File: src/rtl/dl_pkg.sv
package dl_pkg;
  // control word field positions (a neighbour decodes these)
  localparam int CW_INC_SRC = 16;
  localparam int CW_INC_DST = 17;
  localparam int CW_SEL_SRC = 18;
  localparam int CW_SEL_DST = 19;
  localparam int CW_LAST    = 20;

  localparam int NUM_WORDS = 4;

  // word order inside a descriptor; fetched strictly in this order
  typedef enum logic [1:0] {
    W_CTRL = 2'd0,
    W_SRC  = 2'd1,
    W_DST  = 2'd2,
    W_LINK = 2'd3
  } word_e;

  typedef enum logic [1:0] {
    S_IDLE = 2'd0,
    S_REQ  = 2'd1,
    S_WAIT = 2'd2
  } fsm_e;

  typedef struct packed {
    logic sel_dst;
    logic sel_src;
    logic inc_dst;
    logic inc_src;
  } mode_t;
endpackage

File: src/rtl/dl_fetch.sv
module dl_fetch
  import dl_pkg::*;
#(
  parameter int AW = 32,
  parameter int DW = 32
) (
  input  logic          clk,
  input  logic          rst,
  input  logic          start_i,
  input  logic [AW-1:0] ptr_i,
  output logic          rd_req_o,
  output logic [AW-1:0] rd_addr_o,
  input  logic          rd_rdy_i,
  input  logic          rd_valid_i,
  input  logic [DW-1:0] rd_data_i,
  output logic          busy_o,
  output logic          word_vld_o,
  output word_e         word_idx_o,
  output logic [DW-1:0] word_o,
  output logic [AW-1:0] base_o,
  output logic          done_o
);
  localparam int WORD_BYTES = DW / 8;
  localparam int BSH        = $clog2(WORD_BYTES);

  fsm_e          state_q;
  word_e         idx_q;
  logic [AW-1:0] base_q;
  logic          last_word;
  logic [1:0]    idx_nxt;

  assign last_word  = (idx_q == W_LINK);
  assign idx_nxt    = 2'(idx_q) + 2'd1;
  assign word_vld_o = (state_q == S_WAIT) && rd_valid_i;
  assign word_idx_o = idx_q;
  assign word_o     = rd_data_i;
  assign base_o     = base_q;

  always_ff @(posedge clk) begin
    if (rst) begin
      state_q   <= S_IDLE;
      idx_q     <= W_CTRL;
      base_q    <= '0;
      rd_req_o  <= 1'b0;
      rd_addr_o <= '0;
      busy_o    <= 1'b0;
      done_o    <= 1'b0;
    end else begin
      done_o <= 1'b0;
      case (state_q)
        S_IDLE: begin
          if (start_i) begin
            base_q    <= ptr_i;
            idx_q     <= W_CTRL;
            rd_req_o  <= 1'b1;
            rd_addr_o <= ptr_i;
            busy_o    <= 1'b1;
            state_q   <= S_REQ;
          end
        end
        S_REQ: begin
          if (rd_rdy_i) begin
            rd_req_o <= 1'b0;
            state_q  <= S_WAIT;
          end
        end
        S_WAIT: begin
          if (rd_valid_i) begin
            if (last_word) begin
              busy_o  <= 1'b0;
              done_o  <= 1'b1;
              state_q <= S_IDLE;
            end else begin
              idx_q     <= word_e'(idx_nxt);
              rd_req_o  <= 1'b1;
              rd_addr_o <= base_q + (AW'(idx_nxt) << BSH);
              state_q   <= S_REQ;
            end
          end
        end
        default: state_q <= S_IDLE;
      endcase
    end
  end
endmodule

File: src/rtl/dl_decode.sv
module dl_decode
  import dl_pkg::*;
#(
  parameter int DW    = 32,
  parameter int TOT_W = 12
) (
  input  logic [DW-1:0]    cw_i,
  output mode_t            mode_o,
  output logic [TOT_W-1:0] tot_o,
  output logic             last_o
);
  assign mode_o.inc_src = cw_i[CW_INC_SRC];
  assign mode_o.inc_dst = cw_i[CW_INC_DST];
  assign mode_o.sel_src = cw_i[CW_SEL_SRC];
  assign mode_o.sel_dst = cw_i[CW_SEL_DST];
  assign last_o         = cw_i[CW_LAST];
  assign tot_o          = cw_i[TOT_W-1:0];

  logic unused_cw;
  assign unused_cw = ^{cw_i[DW-1:CW_LAST+1], cw_i[CW_INC_SRC-1:TOT_W]};
endmodule

File: src/rtl/dl_chanregs.sv
module dl_chanregs
  import dl_pkg::*;
#(
  parameter int AW    = 32,
  parameter int DW    = 32,
  parameter int TOT_W = 12,
  parameter int CHK_W = 12
) (
  input  logic                   clk,
  input  logic                   rst,
  input  logic                   word_vld_i,
  input  word_e                  word_idx_i,
  input  logic [DW-1:0]          word_i,
  input  logic [AW-1:0]          base_i,
  input  logic [CHK_W-1:0]       chunk_i,
  input  mode_t                  mode_i,
  input  logic [TOT_W-1:0]       tot_i,
  input  logic                   last_i,
  output logic [DW-1:0]          cw_o,
  output mode_t                  mode_o,
  output logic [TOT_W+CHK_W-1:0] size_o,
  output logic [AW-1:0]          src_o,
  output logic [AW-1:0]          dst_o,
  output logic [AW-1:0]          desc_ptr_o,
  output logic [AW-1:0]          cur_desc_o,
  output logic                   more_o
);
  logic [DW-1:0] stage_q [NUM_WORDS-1];
  logic          commit;

  assign commit = word_vld_i && (word_idx_i == W_LINK);
  assign cw_o   = stage_q[W_CTRL];

  // staging registers for the first three words of the descriptor
  for (genvar g = 0; g < NUM_WORDS - 1; g++) begin : g_stage
    always_ff @(posedge clk) begin
      if (rst) begin
        stage_q[g] <= '0;
      end else if (word_vld_i && (word_idx_i == word_e'(g))) begin
        stage_q[g] <= word_i;
      end
    end
  end

  // all channel registers move together on the link word
  always_ff @(posedge clk) begin
    if (rst) begin
      mode_o     <= '0;
      size_o     <= '0;
      src_o      <= '0;
      dst_o      <= '0;
      desc_ptr_o <= '0;
      cur_desc_o <= '0;
      more_o     <= 1'b0;
    end else if (commit) begin
      mode_o     <= mode_i;
      size_o     <= {chunk_i, tot_i};
      src_o      <= AW'(stage_q[W_SRC]);
      dst_o      <= AW'(stage_q[W_DST]);
      desc_ptr_o <= AW'(word_i);
      cur_desc_o <= base_i;
      more_o     <= ~last_i;
    end
  end
endmodule

File: src/rtl/dl_desc_loader.sv
module dl_desc_loader
  import dl_pkg::*;
#(
  parameter int AW    = 32,
  parameter int DW    = 32,
  parameter int TOT_W = 12,
  parameter int CHK_W = 12
) (
  input  logic                   clk,
  input  logic                   rst,
  input  logic                   start_i,
  input  logic [AW-1:0]          ptr_i,
  input  logic [TOT_W+CHK_W-1:0] size_i,
  output logic                   rd_req_o,
  output logic [AW-1:0]          rd_addr_o,
  input  logic                   rd_rdy_i,
  input  logic                   rd_valid_i,
  input  logic [DW-1:0]          rd_data_i,
  output logic                   busy_o,
  output logic                   done_o,
  output logic                   more_o,
  output logic [3:0]             mode_o,
  output logic [TOT_W+CHK_W-1:0] size_o,
  output logic [AW-1:0]          src_o,
  output logic [AW-1:0]          dst_o,
  output logic [AW-1:0]          desc_ptr_o,
  output logic [AW-1:0]          cur_desc_o
);
  localparam int SZW = TOT_W + CHK_W;

  logic             word_vld;
  word_e            word_idx;
  logic [DW-1:0]    word;
  logic [AW-1:0]    base;
  logic [DW-1:0]    cw;
  mode_t            dec_mode;
  mode_t            reg_mode;
  logic [TOT_W-1:0] dec_tot;
  logic             dec_last;

  dl_fetch #(.AW(AW), .DW(DW)) u_fetch (
    .clk        (clk),
    .rst        (rst),
    .start_i    (start_i),
    .ptr_i      (ptr_i),
    .rd_req_o   (rd_req_o),
    .rd_addr_o  (rd_addr_o),
    .rd_rdy_i   (rd_rdy_i),
    .rd_valid_i (rd_valid_i),
    .rd_data_i  (rd_data_i),
    .busy_o     (busy_o),
    .word_vld_o (word_vld),
    .word_idx_o (word_idx),
    .word_o     (word),
    .base_o     (base),
    .done_o     (done_o)
  );

  dl_decode #(.DW(DW), .TOT_W(TOT_W)) u_decode (
    .cw_i   (cw),
    .mode_o (dec_mode),
    .tot_o  (dec_tot),
    .last_o (dec_last)
  );

  dl_chanregs #(.AW(AW), .DW(DW), .TOT_W(TOT_W), .CHK_W(CHK_W)) u_regs (
    .clk        (clk),
    .rst        (rst),
    .word_vld_i (word_vld),
    .word_idx_i (word_idx),
    .word_i     (word),
    .base_i     (base),
    .chunk_i    (size_i[SZW-1:TOT_W]),
    .mode_i     (dec_mode),
    .tot_i      (dec_tot),
    .last_i     (dec_last),
    .cw_o       (cw),
    .mode_o     (reg_mode),
    .size_o     (size_o),
    .src_o      (src_o),
    .dst_o      (dst_o),
    .desc_ptr_o (desc_ptr_o),
    .cur_desc_o (cur_desc_o),
    .more_o     (more_o)
  );

  assign mode_o = reg_mode;

  logic unused_size;
  assign unused_size = ^size_i[TOT_W-1:0];
endmodule

File: config.mk
export PLATFORM = sky130hd
export DESIGN_NAME = dl_desc_loader
export DESIGN_NICKNAME = d
export VERILOG_FILES = /design/src/rtl/dl_pkg.sv /design/src/rtl/dl_fetch.sv /design/src/rtl/dl_decode.sv /design/src/rtl/dl_chanregs.sv /design/src/rtl/dl_desc_loader.sv
export SDC_FILE = /design/constraint.sdc
export NUM_CORES = 1
export LEC_CHECK = 0
export CAP_MARGIN = 10
export CORE_AREA = 4 4 197 151
export DETAILED_ROUTE_END_ITERATION = 7
export DIE_AREA = 0 0 201 155
export PLACE_DENSITY = 0.91
export SKIP_LAST_GASP = 1
export SLEW_MARGIN = 30
export SYNTH_ARGS = -nofsm -noshare
export SYNTH_HDL_FRONTEND = slang
export SYNTH_HIERARCHICAL = 1
export SYNTH_SLANG_ARGS = --single-unit
File: constraint.sdc
create_clock -name clk -period 2.6 [get_ports clk]
set_input_delay 0.65 -clock clk [delete_from_list [all_inputs] [get_ports clk]]
set_output_delay 0.65 -clock clk [all_outputs]
set_load 0.01 [all_outputs]
# Word-level counts from Yosys, hierarchy flattened
# Memory sizes are Yosys's and may differ from the RTL's. A register that Yosys moved wholly into a read port is not among the register bits.
# Cells that the tools add are included.
# op_classes
mux	36
n_reduce_logical	15
addsub	2
n_eq_ne	10
n_bitwise	6
# ops
cell	count
two-way mux 32 bit	6
case mux 32 bit (2 select lines)	1
adder 32 x 4 -> 32 bit	1
two-way mux 1 bit	19
two-way mux 2 bit	6
inequality test 2 bit (second input constant)	4
AND reduction 4 bit	2
== test 2 bit (second input constant)	3
case mux 2 bit (3 select lines)	1
logical AND 1 bit	5
AND reduction 5 bit	1
== test 2 x 1 -> 1 bit (second input constant)	2
logical NOT 2 bit	2
case mux 2 bit (2 select lines)	1
NOT 1 bit	3
OR 1 bit	3
case mux 1 bit (3 select lines)	1
AND reduction 3 bit	1
nonzero test 3 bit	1
OR reduction 3 bit	1
adder 2 x 1 -> 2 bit (second input constant)	1
inequality test 2 x 1 -> 1 bit (second input constant)	1
case mux 1 bit (2 select lines)	1
AND reduction 2 bit	1
nonzero test 2 bit	1
# totals
regBits	164
in_bits	93
word_cells	85
mem_count	1
ram_bits	96
# mem_list
memory	words	width	rd	rd_ports_with_merged_regs	write_ports	line	source
u_regs.stage_q	3	32	3	2	3	dl_chanregs.sv:28	logic [DW-1:0] stage_q [NUM_WORDS-1];

# Logic depth before layout (Yosys ltp)
# depth
ltp_word	7
mapped_depth	9
ltp_nobuf	8

# Cells and area by module
# Netlist, hierarchy kept.
# modules_own_cells
mod	cells_per_inst	instances	area_per_inst_um2	seq_area_each_um2
dl_chanregs	929	1	10527.6	6025.8
dl_fetch	457	1	3699.8	1421.4
dl_decode	17	1	127.6	0.0

# Least setup slack after synthesis
# No wires, ideal clock.
# synth_timing
path_kind	flip-flop to flip-flop
startpoint	reg u_fetch.state_q[1]
endpoint	mem u_regs.stage_q[0][0] (enable)
t_arrival_ns	1.878
stages_incl_launch_ff	7
setup_time_ns	0.377
synth_period_minus_slack_ns	2.255
path_slack_ns	0.345
path_cell_list	dfxtp_1 buf_2 nor2b_1 and2_1 buf_6 clkbuf_1 a31o_2
# synth_rtl
item	line	source
from (decl)	dl_fetch.sv:26	fsm_e state_q;
from (signal assigned)	dl_fetch.sv:41	state_q <= S_IDLE;
from (signal assigned)	dl_fetch.sv:58	state_q <= S_REQ;
from (signal assigned)	dl_fetch.sv:64	state_q <= S_WAIT;
to (decl)	dl_chanregs.sv:28	

# Worst setup path after layout
# layout_timing
startpoint	reg u_fetch.idx_q[0] (netlist: u_fetch/word_idx_o[0])
endpoint	reg u_fetch.rd_addr_o[31]
# layout_via
elab_chain_len	5
word_cells_on_any_way	8
cone_classes	2 x add/sub; 2 x eq/ne; 3 x mux; 1 x reduce/logical
# layout_lines
item	line	source
from (decl)	dl_fetch.sv:27	word_e idx_q;
from (signal assigned)	dl_fetch.sv:74	idx_q <= word_e'(idx_nxt);
adder 2 x 1 -> 2 bit	dl_fetch.sv:33	assign idx_nxt = 2'(idx_q) + 2'd1;
adder 32 x 4 -> 32 bit	dl_fetch.sv:76	rd_addr_o <= base_q + (AW'(idx_nxt) << BSH);
two-way mux 32 bit	dl_fetch.sv:69	if (last_word) begin
two-way mux 32 bit	dl_fetch.sv:68	if (rd_valid_i) begin
case mux 32 bit (2 select lines)	dl_fetch.sv:50	case (state_q)
to (signal assigned)	dl_fetch.sv:56	rd_addr_o <= ptr_i;
to (signal assigned)	dl_fetch.sv:76	
to (decl)	dl_fetch.sv:12	output logic [AW-1:0] rd_addr_o,
# Several ways; a longest one is shown, not always the timed one. The select of a mux whose other input is x is not followed.
# A chain may end at the register's enable or synchronous reset.

==> summary.md <==
| Metric | Value |
|---|---|
| Tcrit/Tclk final | 0.903 |
| Maximum number of pins on one net before global-route repair | 204 |
| Setup Fix Bufs, Post-CTS | 0 |
| GRT overflow | 0 |
| CP startpoint kind | flop |
| Arr. time, crit path | 2820 ps |
| Vias in the first global route | 10,300 |
| CTS tree | yes |
| Setup slack after layout | approximately 250 ps |
| Hold Crit Start | u_regs/stage_q[0][20] |
| Worst slew pin tran | 741 ps |
| RD Place Congestion | between 0.9 and 1 |
| Critical-path top delay cell | nor3_4 |
| Hold Path Class | flop to flop |
| Cell Area, Synth | 13,800 µm² |
| CP peak stage delay | about 430 ps |
| Chip Height | around 160 µm |
| Leak | 5.83 nW |
| Detailed placement HPWL | 24,100 µm |
| DRC Markers | 0 |
| RR Startpoint | u_fetch/word_idx_o[0] |
| Via count | 10,300 |
| Drt first-iter violations | approximately 760 |
| Share of cells above drive strength 1 | 0.0636 |
| Endpoint class of the critical path | flop |
| CTS hold repair buffers | 0 |
| Final setup fails | 0 |
| Initial antenna violation count | 0 |
| Post-CTS sizing | 0 |
| Hold Violations, Final | 0 |
| Critical Path Most Common Cell | ha_1 |
| H-tree depth | 1 |
| IO Port Bufs | 272 |
| Required time of the critical path | 3070 ps |
| Setup CP Type | flop to flop |
| Reg-to-reg endpoint | u_fetch/rd_addr_o[31] |
| Final slew viol count | 0 |
| Mean Syn Cell Area | 10.1 µm² |
| Cts bufs inserted | 30 |
| Tmin final | 2350 ps |
| VDD IR max | 0.000453 V |
| Die X | 201 µm |
| Cells on Worst Hold Path | 1 |
| Yosys warnings | 6 |
| MaxCap Viol Count | 0 |
| Syn nets | around 1,500 |
| Routed len/inst | 18.0 µm |
| Worst-case reg-to-reg path depth | 7 |
| FMAX | 426 MHz |
| Status | finished clean |
| Worst-path clk slew | 70 ps |
| CP cell instances | ha_1 -> ha_1 -> a21oi_1 -> nor3_4 -> nand3_2 -> or3_1 -> a31oi_1 |
| Placement Rows | 53 |
| Unrepaired setup endpoints after global routing | no |
| WHS Endpoint | u_regs/more_o |
| Starting Density | 0.498 |
| CTS root buffer | clkbuf_16 |
| Slew headroom | 0.506 |
| IO Pins | 285 |
| Clock Tree Buf Depth | 3 |
| Clk_lat worst skew | 540 ps |
| N_diodes | 0 |
| Place WS | 88.4 ps |
| Post-route setup TNS | 0 ps |
| Critical-path maximum fanout | 7 |
| Core box area | 27,800 µm² |
| Vias per std cell | about 5.3 |
| PwrDens | 588 nW/µm² |
| Layout Skew | 7.86 ps |
| Syn Inst Count | 1,372 |
| DR pass1 iterations | 5 |
| Final WL | 35,100 µm |
| Final nets | 1,661 |
| First-pass GRT wire length | around 56,000 µm |
| CTS sink cnt | 309 |
| Die footprint | 31,200 µm² |
| GRT Total Usage | 0.216 |
| FF-to-FF setup slack | 250 ps |
| Post-DRT Antenna Nets | 0 |
| Syn-to-layout area delta | 26.2% |
-- flip-flops by register name, indices dropped and copies added, names as in the netlist --
name	flops
u_fetch/word_idx_o	2
u_fetch/rd_addr_o	32
u_regs/stage_q	81
u_fetch/rd_req_o	1
u_regs/src_o	32
u_fetch/done_o	1
u_regs/dst_o	32
u_regs/mode_o	4
u_regs/more_o	1
u_fetch/state_q	2
u_regs/cur_desc_o	32
u_regs/size_o	24
u_fetch/base_o	32
u_fetch/busy_o	1
u_regs/desc_ptr_o	32
-- power breakdown --
part	internal (mW)	total (mW)	switching (mW)
clock	2.45	4.29	1.83
sequential	5.06	5.16	0.104
combinational	0.416	0.826	0.410
-- layer usage --
metal,vias to the layer above,global-route usage,share of wire
met5,-,0,0
met4,0,0.0753,0.036
met3,79,0.0440,0.066
met2,355,0.345,0.45
met1,4935,0.296,0.44
li1,4916,-,-
-- metrics by stage --
| step | total power [mW] | cells | hold WS [ps] | util | instance area, µm² |
|---|---|---|---|---|---|
| floorplan | 5.74 | 1372 | 450 | - | 13800 |
| global placement | 6.06 | 1889 | 417 | 0.594 | 16500 |
| detailed placement | 6.08 | 1889 | 432 | 0.594 | 16500 |
| CTS | 10.4 | 1944 | 429 | 0.629 | 17500 |
| global route | 10.6 | 1944 | 436 | 0.629 | 17500 |
| finish | 10.3 | 1944 | 431 | 0.629 | 17500 |
-- worst max-delay path by stage --
stage | start | to | slack, ps | depth (start not counted)
floorplan | u_fetch/state_q[1] | u_regs/stage_q[1][0] | 350 | 6
global placement | start_i | u_fetch/rd_addr_o[5] | 160 | 6
detailed placement | start_i | u_fetch/rd_addr_o[2] | 90 | 6
CTS | u_fetch/word_idx_o[0] | u_fetch/rd_addr_o[31] | 280 | 7
global route | u_fetch/word_idx_o[0] | u_fetch/rd_addr_o[30] | 80 | 7
finish | u_fetch/word_idx_o[0] | u_fetch/rd_addr_o[31] | 250 | 7
-- layout make-up --
class	instances	area (µm²)
Fill cell	2174	10300
Sequential cell	309	7000
Multi-Input combinational cell	912	5920
Timing Repair Buffer	306	3120
Clock buffer	45	888
Tap cell	357	447
Clock inverter	10	78.8
Inverter	5	18.8
-- placed cells by master, fill, tap and decap left out, drive strengths merged, types with 9 or more instances in the layout --
master,n
dfxtp,228
edfxtp,81
mux2i,156
buf,34
nand2,124
xor2,17
o22ai,10
a21oi,55
o21ai,19
clkdlybuf4s50,271
nand2b,316
clkbuf,46
nor2,101
nand3,9
nand4,12
-- worst max-delay path, delay by kind of cell, from the launching register on --
kind / cells / cell delay, ps
fa+ha+maj: 2 / 690
simple gates: 3 / 930
flops: 1 / 330
compound gates: 2 / 310
(Power assumes the default switching activity.)
